**src/rtl/ipq_pkg.sv**
```systemverilog
package ipq_pkg;

    localparam int WORD_W = 16;

    typedef logic [WORD_W-1:0] word_t;

    // Holding slot: fetched word plus its instruction/operand tag
    typedef struct packed {
        logic  valid;
        logic  is_op;
        word_t word;
    } hold_slot_t;

    // Execute slot
    typedef struct packed {
        logic  valid;
        word_t word;
    } exec_slot_t;

    // Fill state of the queue as seen by the fetch logic
    typedef enum logic [1:0] {
        Q_EMPTY = 2'd0,   // nothing held
        Q_ONE   = 2'd1,   // holding slot has an instruction, execute slot empty
        Q_OPND  = 2'd2,   // holding slot has the operand of the execute slot
        Q_FULL  = 2'd3    // holding slot has an instruction, execute slot busy
    } fill_e;

    function automatic logic needs_operand(input word_t w, input int unsigned bitpos);
        return w[bitpos];
    endfunction

    function automatic fill_e classify(input hold_slot_t h, input exec_slot_t e);
        if (!h.valid)      return Q_EMPTY;
        else if (!e.valid) return Q_ONE;
        else if (h.is_op)  return Q_OPND;
        else               return Q_FULL;
    endfunction

endpackage

```
**src/rtl/ipq_counter.sv**
```systemverilog
module ipq_counter #(
    parameter int ADDR_W     = 16,
    parameter logic [ADDR_W-1:0] RESET_ADDR = '0
) (
    input  logic              clk,
    input  logic              rst,
    input  logic              load_i,
    input  logic [ADDR_W-1:0] load_val_i,
    input  logic              step_i,
    output logic [ADDR_W-1:0] addr_o
);
    logic [ADDR_W-1:0] cnt_q;

    always_ff @(posedge clk) begin
        if (rst)          cnt_q <= RESET_ADDR;
        else if (load_i)  cnt_q <= load_val_i;
        else if (step_i)  cnt_q <= cnt_q + 1'b1;
    end

    assign addr_o = cnt_q;

    // every accepted fetch moves the address by one
    assert_ic_step_R2: assert property (@(posedge clk) disable iff (rst)
        (step_i && !load_i) |=> (addr_o == ADDR_W'($past(addr_o) + 1'b1)));

endmodule

```
**src/rtl/ipq_stages.sv**
```systemverilog
module ipq_stages
    import ipq_pkg::*;
#(
    parameter int unsigned IMM_BIT = 15
) (
    input  logic       clk,
    input  logic       rst,
    input  logic       flush_i,
    input  logic       accept_i,
    input  word_t      word_i,
    input  logic       adv_i,
    output fill_e      fill_o,
    output exec_slot_t exec_o,
    output word_t      di_o
);
    hold_slot_t hold_q;
    exec_slot_t exec_q;
    word_t      di_q;
    fill_e      fill;
    logic       retire;

    assign fill   = classify(hold_q, exec_q);
    assign retire = adv_i && exec_q.valid;

    always_ff @(posedge clk) begin
        if (rst) begin
            hold_q <= '0;
            exec_q <= '0;
            di_q   <= '0;
        end else if (flush_i) begin
            hold_q.valid <= 1'b0;
            exec_q.valid <= 1'b0;
        end else begin
            unique case (fill)
                Q_EMPTY: begin
                    if (accept_i)
                        hold_q <= '{valid: 1'b1, is_op: 1'b0, word: word_i};
                end
                Q_ONE: begin
                    if (accept_i) begin
                        exec_q <= '{valid: 1'b1, word: hold_q.word};
                        hold_q <= '{valid: 1'b1,
                                    is_op: needs_operand(hold_q.word, IMM_BIT),
                                    word:  word_i};
                        di_q   <= word_i;
                    end
                end
                Q_OPND: begin
                    if (accept_i)
                        hold_q <= '{valid: 1'b1, is_op: 1'b0, word: word_i};
                    if (retire) begin
                        exec_q.valid <= 1'b0;
                        if (!accept_i) hold_q.valid <= 1'b0;
                    end
                end
                Q_FULL: begin
                    if (retire) exec_q.valid <= 1'b0;
                end
                default: ;
            endcase
        end
    end

    assign fill_o = fill;
    assign exec_o = exec_q;
    assign di_o   = di_q;

    // an operand-slot refill leaves the execute slot and operand untouched
    assert_opnd_keep_R6: assert property (@(posedge clk) disable iff (rst)
        (fill == Q_OPND && accept_i && !adv_i && !flush_i)
        |=> (exec_q.valid && exec_q.word == $past(exec_q.word) && di_q == $past(di_q)));

endmodule

```
**src/rtl/ipq_ctrl.sv**
```systemverilog
module ipq_ctrl
    import ipq_pkg::*;
#(
    parameter int ADDR_W  = 16,
    parameter int unsigned IMM_BIT = 15,
    parameter logic [ADDR_W-1:0] RESET_ADDR = '0
) (
    input  logic              clk,
    input  logic              rst,
    input  logic              flush_i,
    input  logic [ADDR_W-1:0] target_i,
    input  logic              adv_i,
    output logic              fetch_req_o,
    output logic [ADDR_W-1:0] fetch_addr_o,
    input  logic              fetch_ack_i,
    input  logic [15:0]       fetch_data_i,
    output logic              ib_valid_o,
    output logic [15:0]       ib_o,
    output logic              ib_imm_o,
    output logic [15:0]       di_o
);
    fill_e      fill;
    exec_slot_t exec_s;
    word_t      di_s;
    logic       accept;

    assign fetch_req_o = (fill != Q_FULL);
    assign accept      = fetch_req_o && fetch_ack_i && !flush_i;

    ipq_counter #(
        .ADDR_W     (ADDR_W),
        .RESET_ADDR (RESET_ADDR)
    ) u_counter (
        .clk        (clk),
        .rst        (rst),
        .load_i     (flush_i),
        .load_val_i (target_i),
        .step_i     (accept),
        .addr_o     (fetch_addr_o)
    );

    ipq_stages #(
        .IMM_BIT (IMM_BIT)
    ) u_stages (
        .clk      (clk),
        .rst      (rst),
        .flush_i  (flush_i),
        .accept_i (accept),
        .word_i   (fetch_data_i),
        .adv_i    (adv_i),
        .fill_o   (fill),
        .exec_o   (exec_s),
        .di_o     (di_s)
    );

    assign ib_valid_o = exec_s.valid;
    assign ib_o       = exec_s.valid ? exec_s.word : '0;
    assign ib_imm_o   = exec_s.valid && needs_operand(exec_s.word, IMM_BIT);
    assign di_o       = di_s;

    // a waiting request holds its address
    assert_req_hold_R10: assert property (@(posedge clk) disable iff (rst)
        (fetch_req_o && !fetch_ack_i && !flush_i) |=> (fetch_req_o && $stable(fetch_addr_o)));

    // flush redirects and empties the queue
    assert_flush_R9: assert property (@(posedge clk) disable iff (rst)
        flush_i |=> (!ib_valid_o && fetch_req_o && fetch_addr_o == $past(target_i)));

    // a deferred fetch stays deferred until a retire or flush
    assert_defer_R7: assert property (@(posedge clk) disable iff (rst)
        (ib_valid_o && !fetch_req_o && !adv_i && !flush_i) |=> !fetch_req_o);

    // the execute slot only becomes valid after a completed fetch
    assert_ib_rise_R4: assert property (@(posedge clk) disable iff (rst)
        $rose(ib_valid_o) |-> $past(fetch_ack_i && fetch_req_o && !flush_i));

endmodule

```
**config.mk**
```make
export PLATFORM = sky130hd
export DESIGN_NAME = ipq_ctrl
export DESIGN_NICKNAME = d
export VERILOG_FILES = /design/src/rtl/ipq_pkg.sv /design/src/rtl/ipq_counter.sv /design/src/rtl/ipq_stages.sv /design/src/rtl/ipq_ctrl.sv
export SDC_FILE = /design/constraint.sdc
export NUM_CORES = 1
export LEC_CHECK = 0
export BUFFER_PORTS_ARGS = -buffer_cell sky130_fd_sc_hd__buf_4
export CAP_MARGIN = 10
export CELL_PAD_IN_SITES_DETAIL_PLACEMENT = 2
export CELL_PAD_IN_SITES_GLOBAL_PLACEMENT = 2
export CORE_AREA = 2 2 104 106
export DETAILED_ROUTE_END_ITERATION = 6
export DIE_AREA = 0 0 106 108
export GPL_TIMING_DRIVEN = 0
export PLACE_DENSITY_LB_ADDON = 0.3
export SETUP_SLACK_MARGIN = 0.5
export SLEW_MARGIN = 25
export SYNTH_ARGS = -nofsm -noshare
export SYNTH_HDL_FRONTEND = slang
export SYNTH_SLANG_ARGS = --single-unit
```
**constraint.sdc**
```tcl
create_clock -name clk -period 3 [get_ports clk]
set_clock_uncertainty 0.15 [all_clocks]
set_input_delay 0.6 -clock clk [delete_from_list [all_inputs] [get_ports clk]]
set_output_delay 0.6 -clock clk [all_outputs]
set_load 0.005 [all_outputs]
```
Word-level counts from Yosys, hierarchy flattened
Index checks and enable logic that the tools add are counted.
- flip-flop bits (word level): 67
- output and inout bits: 51
- word-level logic and storage cells: 44
- $add $sub $neg: 1
- equal/unequal tests: 6
- mux-type cells: 14
- bitwise gates (word level): 1
- reductions and logical operators: 15
- operator list (operator ; number):
    one-hot mux 18 bit (3 select lines) ; 1
    2-to-1 mux 16 bit ; 3
    2-to-1 mux 18 bit ; 2
    2-to-1 mux 17 bit ; 1
    adder 16 x 1 -> 16 bit, second input constant ; 1
    AND reduction 3 bit ; 3
    equality test 2 bit, second input constant ; 2
    logical AND 1 bit ; 4
    2-to-1 mux 1 bit ; 4
    2-to-1 mux 2 bit ; 2
    inequality test 2 x 1 -> 1 bit, second input constant ; 2
    nonzero test 2 bit ; 2
    OR reduction 2 bit ; 2
    nonzero test 3 bit ; 1
    equality test 2 x 1 -> 1 bit, second input constant ; 1
    logical NOT 2 bit ; 1
    inequality test 2 bit, second input constant ; 1
    one-hot mux 1 bit (2 select lines) ; 1
    AND reduction 2 bit ; 1
    logical NOT 1 bit ; 1
    NOT 1 bit ; 1

Depth between registers and ports, before layout
Gate-level depths: netlist of the first run.
- depth after elaboration: 10
- depth in mapped cells: 11
- mapped depth without buffers: 8

By module
A second synthesis of the first run with hierarchy kept.
- cells, all modules: 334
- area total of the unflattened synthesis: 2991.6 um2
- modules (own cells, without submodules) (module ; times used ; cells an instance ; area each (um2) ; seq. area each (um2)):
    ipq_stages ; 1 ; 202 ; 1860.5 ; 1021.0
    ipq_counter ; 1 ; 112 ; 984.7 ; 320.3
    ipq_ctrl ; 1 ; 20 ; 146.4 ; 0.0

Worst setup path after synthesis of the first run
Ideal clock, no wire load.
- path kind: register to register
- from: reg u_stages.exec_q, in the netlist u_stages.exec_o[16]
- to: reg u_stages.hold_q[17] (netlist name)
- data arrival time: 2.065 ns
- required time: 2.717 ns
- setup slack: 0.652 ns
- stages on the path, launching flop included: 10
- buffers on the path: 1
- clock period less this slack: 2.348 ns
- path through: dfxtp_1 -> clkbuf_1 -> nand2_1 -> nand2_1 -> inv_1 -> ha_1 -> or3b_4 -> and2_1 -> o41ai_2 -> a211oi_2
- cells in the longest elaborated chain, start to end: 9
- ends and longest elaborated chain (element ; RTL line ; RTL):
    start, declared ; ipq_stages.sv:17 ; exec_slot_t exec_q;
    start signal, assigned ; ipq_stages.sv:41 ; exec_q <= '{valid: 1'b1, word: hold_q.word};
    2-to-1 mux 2 bit ; ipq_pkg.sv:34 ; else if (!e.valid) return Q_ONE;
    2-to-1 mux 2 bit ; ipq_pkg.sv:33 ; if (!h.valid) return Q_EMPTY;
    inequality test 2 bit ; ipq_ctrl.sv:27 ; assign fetch_req_o = (fill != Q_FULL);
    logical AND 1 bit (2 in series) ; ipq_ctrl.sv:28 ; assign accept = fetch_req_o && fetch_ack_i && !flush_i;
    2-to-1 mux 18 bit ; ipq_stages.sv:49 ; if (accept_i)
    2-to-1 mux 1 bit ; ipq_stages.sv:53 ; if (!accept_i) hold_q.valid <= 1'b0;
    2-to-1 mux 1 bit ; ipq_stages.sv:51 ; if (retire) begin
    one-hot mux 18 bit (3 select lines) ; ipq_stages.sv:34 ; unique case (fill)
    end signal, assigned ; ipq_stages.sv:37 ; hold_q <= '{valid: 1'b1, is_op: 1'b0, word: word_i};
    end signal, assigned ; ipq_stages.sv:42 ; hold_q <= '{valid: 1'b1,
    end signal, assigned ; ipq_stages.sv:50 ; hold_q <= '{valid: 1'b1, is_op: 1'b0, word: word_i};
    end, declared ; ipq_stages.sv:16 ; hold_slot_t hold_q;
Parallel ways exist; a longest one is shown, timed or not.
A chain may end at the register's enable or synchronous reset.

Worst setup path in the final report of the first run
- from: reg u_stages.exec_q, in the netlist u_stages.exec_o[16]
- to: out fetch_req_o
- cells in the longest elaborated chain, start to end: 3
- ends and longest elaborated chain (element ; RTL line ; RTL):
    2-to-1 mux 2 bit ; ipq_pkg.sv:34 ;
    2-to-1 mux 2 bit ; ipq_pkg.sv:33 ;
    inequality test 2 bit ; ipq_ctrl.sv:27 ;
    end, declared ; ipq_ctrl.sv:13 ; output logic fetch_req_o,
Every way passes these cells.

==> reports/results.tsv, run 1 <==
metric	value	unit
syn-num-nets	397	
yosys.cell_types.count	40	
status	finished clean	
area_growth	39.00	%
synth_warnings	0	
setup_viol	0	
start_util	0.2847	
syn_area_per_cell	8.205	sq um
post-route-util	0.3957	
grtUsageTotal	0.1811	
die_w	106	um
cts.sinks	67	
cts_tree	built	
grt_pass1_wl	16.01	mm
ctsHoldBuffers	0	
globalplace.congestion	0.7872	
dieArea	11450	sq um
cts.path.max_buffers	2	
rsz0062_at_grt	false	
leakage	1.574	nW
dp_slack	-28.64	ps
seq_power_share	0.458	
detail_route.wl_per_cell	16.76	um
ys_ff_latch	67	
portBuffers	85	
critical_path_required	2250	ps
drive_above_1_share	0.2826	
synth_area_leaders	dfxtp_1 46%, nand2_1 10%, a21oi_1 6.2%	
nNetsFinal	497	
clkPwrFrac	0.447	
ys_async_sr_fraction	0	
max_freq	0.4221	GHz
worstSkewPairLatency	340	ps
switchingPower	0.4993	mW
first_global_vias	3110	
routed_wl	9.989	mm
worstMarginPinSlew	646.1	ps
vias	2915	
cts.clk_slew.worst_paths	80	ps
rows	37	
fp.dieH	108	um
io_pins	88	
synth_top_area_cell	dfxtp_1	
postRouteAntennaNets	0	
p_sw_frac	0.2415	
viasPerCell	4.891	
hold_viol	0	
cp-end-kind	output pin	
fin_crit	2369	ps
ir_worst_vdd	0.1994	mV
slew_violations	0	
syn_area	2913	sq um
core_area	10230	sq um
finalInstanceArea	4049	sq um
synth.top_cell.area_share	0.4605	
h-tree-depth	3	
path_class	reg -> out	
cp_max_fo	10	
drtPass1Iterations	4	
initialDrtViolationCount	52	
insertedDiodeCount	0	
max_slew_margin	0.5693	
start_kind	flip-flop	
fin_cells	596	
maxCapViolCount	0	
tns	0	ps
synth_edf_count	0	
synthCells	355	
antenna_found_initial	0	
grt_max_degree	13	
worst_slack	630.7	ps
drc_errors	0	
power	2.068	mW
timing.hold.ws	308.8	ps
place_area	3721	sq um
cts_root_buf	clkbuf_8	
post-route-period-util	0.7898	
synth-seq-area-share	0.4605	
cp.arrival	1620	ps
dp.cells	576	
hold_path.class	reg -> reg	
overflow	0	
p_comb_frac	0.095	
powerDensity	510.7	nW/um^2
hpwl	7.360	mm
p_int	1.569	mW
numCtsBuffers	9	
ys.flop_type	dfxtp_1	
## layer usage
metal	vias up	track usage	wire length [um]
li1	1406	-	-
met1	1438	0.2260	4466
met2	59	0.3101	4917
met3	12	0.03556	444
met4	0	0.06955	161
met5	-	0	0
## flip-flops by register name, summed over array words and instances, names as in the netlist
register	count
u_counter.addr_o	16
u_stages.di_o	16
u_stages.exec_o	17
u_stages.hold_q	18
## worst max-delay path, stage by stage (launching register included)
cell,delay [ps]
dfxtp_2,340
clkbuf_8,160
nand2_1,70
nand2_1,100
inv_1,150
ha_4,210
inv_1,100
buf_4,140
## synth_stat cells (3+ instances only)
cell	instances
o21ai_0	4
nand2_1	81
inv_1	5
a22oi_1	16
xnor2_1	8
nand4_1	4
nor4_1	3
clkbuf_1	15
and2_1	19
nand3_1	3
nor3_1	8
buf_2	5
buf_4	5
ha_1	5
a21oi_1	36
or3_1	3
a311oi_1	4
nor2_1	28
a211oi_1	7
dfxtp_1	67
nand3b_1	4
## layout by cell type, fill, tap and decap left out, drive strengths merged, types with 16 or more instances in the layout
cell and n:
nand2 81, and2 19, nor2 29, dfxtp 67, a21oi 36, buf 98, a22oi 16, clkbuf 26
## power groups by stage
stage | combinational, mW | clock [mW] | sequential [mW]
after detailed placement | 0.191 | 0 | 0.967
final | 0.196 | 0.925 | 0.947
after floorplan | 0.0893 | 0 | 0.961
after CTS | 0.197 | 0.947 | 0.947
after global placement | 0.185 | 0 | 0.966
after global routing | 0.217 | 0.984 | 0.951
## repair_timing
| action | in CTS | in global routing |
|---|---|---|
| setup endpoints to repair | 72 | 58 |
| hold endpoints to repair | 0 | 0 |
| resized for setup | 6 | 10 |
| buffers inserted | 3 | 1 |
| pin swaps | 2 | 2 |
## cells by family (layout without fill, tap and decap cells)
logic type,Yosys count,after routing,synth area share
AO/OA/AOI/OAI,77,77,0.1705
adder cells (fa/ha/maj),5,5,0.02148
XOR/XNOR,10,10,0.03007
buffers and inverters,32,137,0.04983
AND/OR/NAND/NOR,163,163,0.2637
multiplexers,1,1,0.003866
flip-flops,67,67,0.4605
## final timing paths
kind	slack [ps]	startpoint	depth (start not counted)	endpoint
worst min register to register	310	u_stages.exec_o[1]$_SDFFE_PP0P_	2	u_stages.exec_o[1]$_SDFFE_PP0P_
worst max register to register	660	u_stages.exec_o[16]$_SDFFE_PP0P_	8	u_stages.exec_o[16]$_SDFFE_PP0P_
worst min-delay path	310	u_stages.exec_o[1]$_SDFFE_PP0P_	2	u_stages.exec_o[1]$_SDFFE_PP0P_
worst max-delay path	630	u_stages.exec_o[16]$_SDFFE_PP0P_	7	fetch_req_o
## cell type report
class / count / area (sq um)
Tap cell: 136 / 170.2
Fill cell: 1190 / 6182
Clock buffer: 10 / 127.6
Clock inverter: 6 / 112.6
Timing Repair Buffer: 89 / 668.1
Buffer: 25 / 133.9
Inverter: 7 / 26.28
Sequential cell: 67 / 1343
Multi-Input combinational cell: 256 / 1468
Note: power is estimated with default switching activity, not from simulation.
==> inputs of run 2 (changes only) <==
- ABC_AREA: not set -> 1
- CORE_AREA: 2 2 104 106 -> 2 2 109 111
- DIE_AREA: 0 0 106 108 -> 0 0 111 113
- clock period: 3 -> 2.3 ns (I/O delays scaled with it)
==> reports/results.tsv, run 2 <==
metric	value	unit	change
status	finished, violations left		
failed_checks	setup timing		
ir_worst_vdd	0.4407	mV	+120%
insertedDiodeCount	0		unchanged
routed_wl	19.51	mm	+95%
cpPeakStageDelay	360	ps	+20 ps
holdPathEnd	u_stages.di_o[8]$_SDFFE_PP0P_		
synth_top_area_cell	dfxtp_1		
h-tree-depth	3		unchanged
synthCells	450		+27%
critical_path_required	2420	ps	+170 ps
ctsHoldBuffers	0		unchanged
final_common_cell	buf_4		
synth_edf_count	0		unchanged
hold_start	fetch_data_i[8]		
fp.dieH	113	um	+4.6%
rr_worst_depth	15		+7
numCtsBuffers	9		unchanged
max_slew_margin	0.3165		-0.2527
synth-seq-area-share	0.4305		-0.02996
reg2reg_slack	-20	ps	-680 ps
syn-num-nets	492		+24%
portBuffers	85		unchanged
post-route-period-util	1.010		
start_util	0.2764		-0.008311
synth_warnings	0		unchanged
tns	-23.36	ps	-23.36 ps
syn_area	3115	sq um	+7.0%
fin_crit	2323	ps	
io_pins	88		unchanged
cts.sinks	67		unchanged
cp_max_fo	7		-3
cts.path.max_buffers	2		unchanged
rsz0062_at_grt	true		
yosys.cell_types.count	30		-25%
die_w	111	um	+4.7%
crit_chain	buf_8, nand2_4, nand2_4, inv_4, ha_4, inv_4, nand2_4, inv_2, nand2_4, nand2_4, nand2_4, nor2_8, buf_8, nand3_1, a21oi_1		
maxCapViolCount	0		unchanged
post-route-util	0.5098		+0.1141
hold_path.class	in -> reg		
yosysMostFrequentCell	nand2_1		
vias	3835		+32%
grt_max_degree	14		+1
ys_ff_latch	67		unchanged
slew_violations	0		unchanged
path_class	reg -> reg		
r2r_start	u_stages.exec_o[16]$_SDFFE_PP0P_		
globalplace.congestion	0.7517		-4.5%
cts.clk_slew.worst_paths	70	ps	about the same
worstSkewPairLatency	350	ps	about the same
hold_path_depth	3		+1
worst_slack	-23.36	ps	-654.0 ps
drc_errors	0		unchanged
critPathBufInv	5		+1
core_area	11270	sq um	+10%
area_growth	84.46	%	
powerDensity	567.7	nW/um^2	+11%
postRouteAntennaNets	0		unchanged
leakage	2.600	nW	+65%
ys_async_sr_fraction	0		unchanged
viasPerCell	5.196		+6.2%
crit_slowest_cell	dfxtp_2		
cp.arrival	2440	ps	+820 ps
synth.top_cell.area_share	0.4305		-0.02996
crit_family	simple AND/OR/NAND/NOR gates		
synth_area_leaders	dfxtp_1 43%, nand2_1 11%, nor2_1 10%		
netlist_top_cells_count	92 x nand2_1, 86 x nor2_1, 67 x dfxtp_1, 39 x inv_1, 30 x nand3_1		
cts_tree	built		
cts_root_buf	clkbuf_16		
top_register	u_stages.hold_q		
hold_viol	0		unchanged
start_kind	flip-flop		
nNetsFinal	632		+27%
dieArea	12540	sq um	+9.6%
antenna_found_initial	0		unchanged
drtPass1Iterations	4		unchanged
grt_pass1_wl	24.02	mm	+50%
worstMarginPinSlew	1025	ps	+379.1 ps
fin_cells	738		+24%
ys.flop_type	dfxtp_1		
overflow	0		unchanged
drive_above_1_share	0.5361		+0.2535
max_freq	0.4304	GHz	
setup_viol	1		+1
worstReg2RegEnd	u_stages.hold_q[12]$_SDFFE_PP0P_		
detail_route.wl_per_cell	26.44	um	+58%
final_cell_mix	103 x buf_4, 63 x dfxtp_1, 58 x nand2_1		
initialDrtViolationCount	242		+370%
cp-end-kind	flip-flop		
syn_area_per_cell	6.923	sq um	-16%
path_common_cell	nand2_4		
largest_reg_flops	18		unchanged
grtUsageTotal	0.2522		+0.07106
rows	39		+5.4%
dp.cells	678		+18%
first_global_vias	3994		+28%
hpwl	8.379	mm	+14%
## run 2: changes by cell type after synthesis, sizes merged, moves of 15 or more
cell,change
a22oi,-15
and2,-19
inv,+39
nand2,+16
nand3,+27
nor2,+59
o21ai,+42
## run 2: kinds of logic (layout without fill, tap and decap cells)
kind of cell	after synthesis	count (layout)	synth area share
buf+inv	69	212	0.09477
xor+xnor	7	7	0.01968
flops	67	67	0.4305
fa+ha+maj	5	5	0.02008
simple gates	216	217	0.2892
compound gates	86	87	0.1458
## run 2: layer usage
layer,vias up,part of all wire,routed length (um),global-route usage
met3,59,0.050,984,0.03535
met5,-,0,0,0
met2,145,0.51,10010,0.4679
li1,1718,-,-,-
met4,0,0.045,872,0.1150
met1,1913,0.39,7642,0.2874
## run 2: worst max-delay path by stage
stage,start,slack (ps),endpoint,cells after the start
after floorplan,u_stages.exec_o[16]$_SDFFE_PP0P_,350,u_stages.hold_q[15]$_SDFFE_PP0P_,16
after global placement,u_stages.exec_o[16]$_SDFFE_PP0P_,-40,u_stages.exec_o[5]$_SDFFE_PP0P_,14
after detailed placement,u_stages.exec_o[16]$_SDFFE_PP0P_,-130,u_stages.di_o[1]$_SDFFE_PP0P_,14
after CTS,u_stages.exec_o[16]$_SDFFE_PP0P_,260,fetch_req_o,8
after global routing,u_stages.exec_o[16]$_SDFFE_PP0P_,-110,u_stages.hold_q[12]$_SDFFE_PP0P_,15
final,u_stages.exec_o[16]$_SDFFE_PP0P_,-20,u_stages.hold_q[12]$_SDFFE_PP0P_,15
## run 2: power by group
| group | internal (mW) | total (mW) | switching [mW] |
|---|---|---|---|
| Clock | 0.959 | 1.62 | 0.659 |
| Sequential | 1.19 | 1.24 | 0.0493 |
| Combinational | 0.172 | 0.403 | 0.231 |
| Total | 2.32 | 3.26 | 0.939 |
## run 2: cell type report
cell class | instances | area (sq um)
repair buffers | 127 | 1184
plain buffers | 22 | 265.3
multi-input cells | 316 | 2235
inverters | 47 | 212.7
clock buffers | 9 | 225.2
clock inverters | 7 | 100.1
fillers | 1205 | 5525
flip-flops and latches | 67 | 1346
well taps | 143 | 178.9
## run 2: metrics by stage
stage	power (mW)	area [sq um]	worst slack, ps	hold slack, ps
finish	3.262	5747	-23.36	201.3
global route	3.322	5747	-107.3	206.5
CTS	3.092	5049	260.9	216.0
detailed placement	1.511	3975	-126.9	299.6
global placement	1.501	3975	-40.42	294.2
floorplan	1.369	3158	346.6	282.3
## run 2: repair_timing
action / CTS / global route
endpoints found under the setup margin: 79 / 83
buffers inserted: 22 / 10
pin swaps: 15 / 53
cloned: 9 / 3
gates resized for setup: 118 / 155
## run 2: worst reg2reg max path, stage by stage, from the launching register on
cell	delay [ps]
dfxtp_2	360
buf_8	130
nand2_4	50
nand2_4	70
inv_4	50
ha_4	150
inv_4	60
nand2_4	50
inv_2	70
nand2_4	90
nand2_4	110
nand2_4	90
nor2_8	260
buf_8	180
nand3_1	150
a21oi_1	230
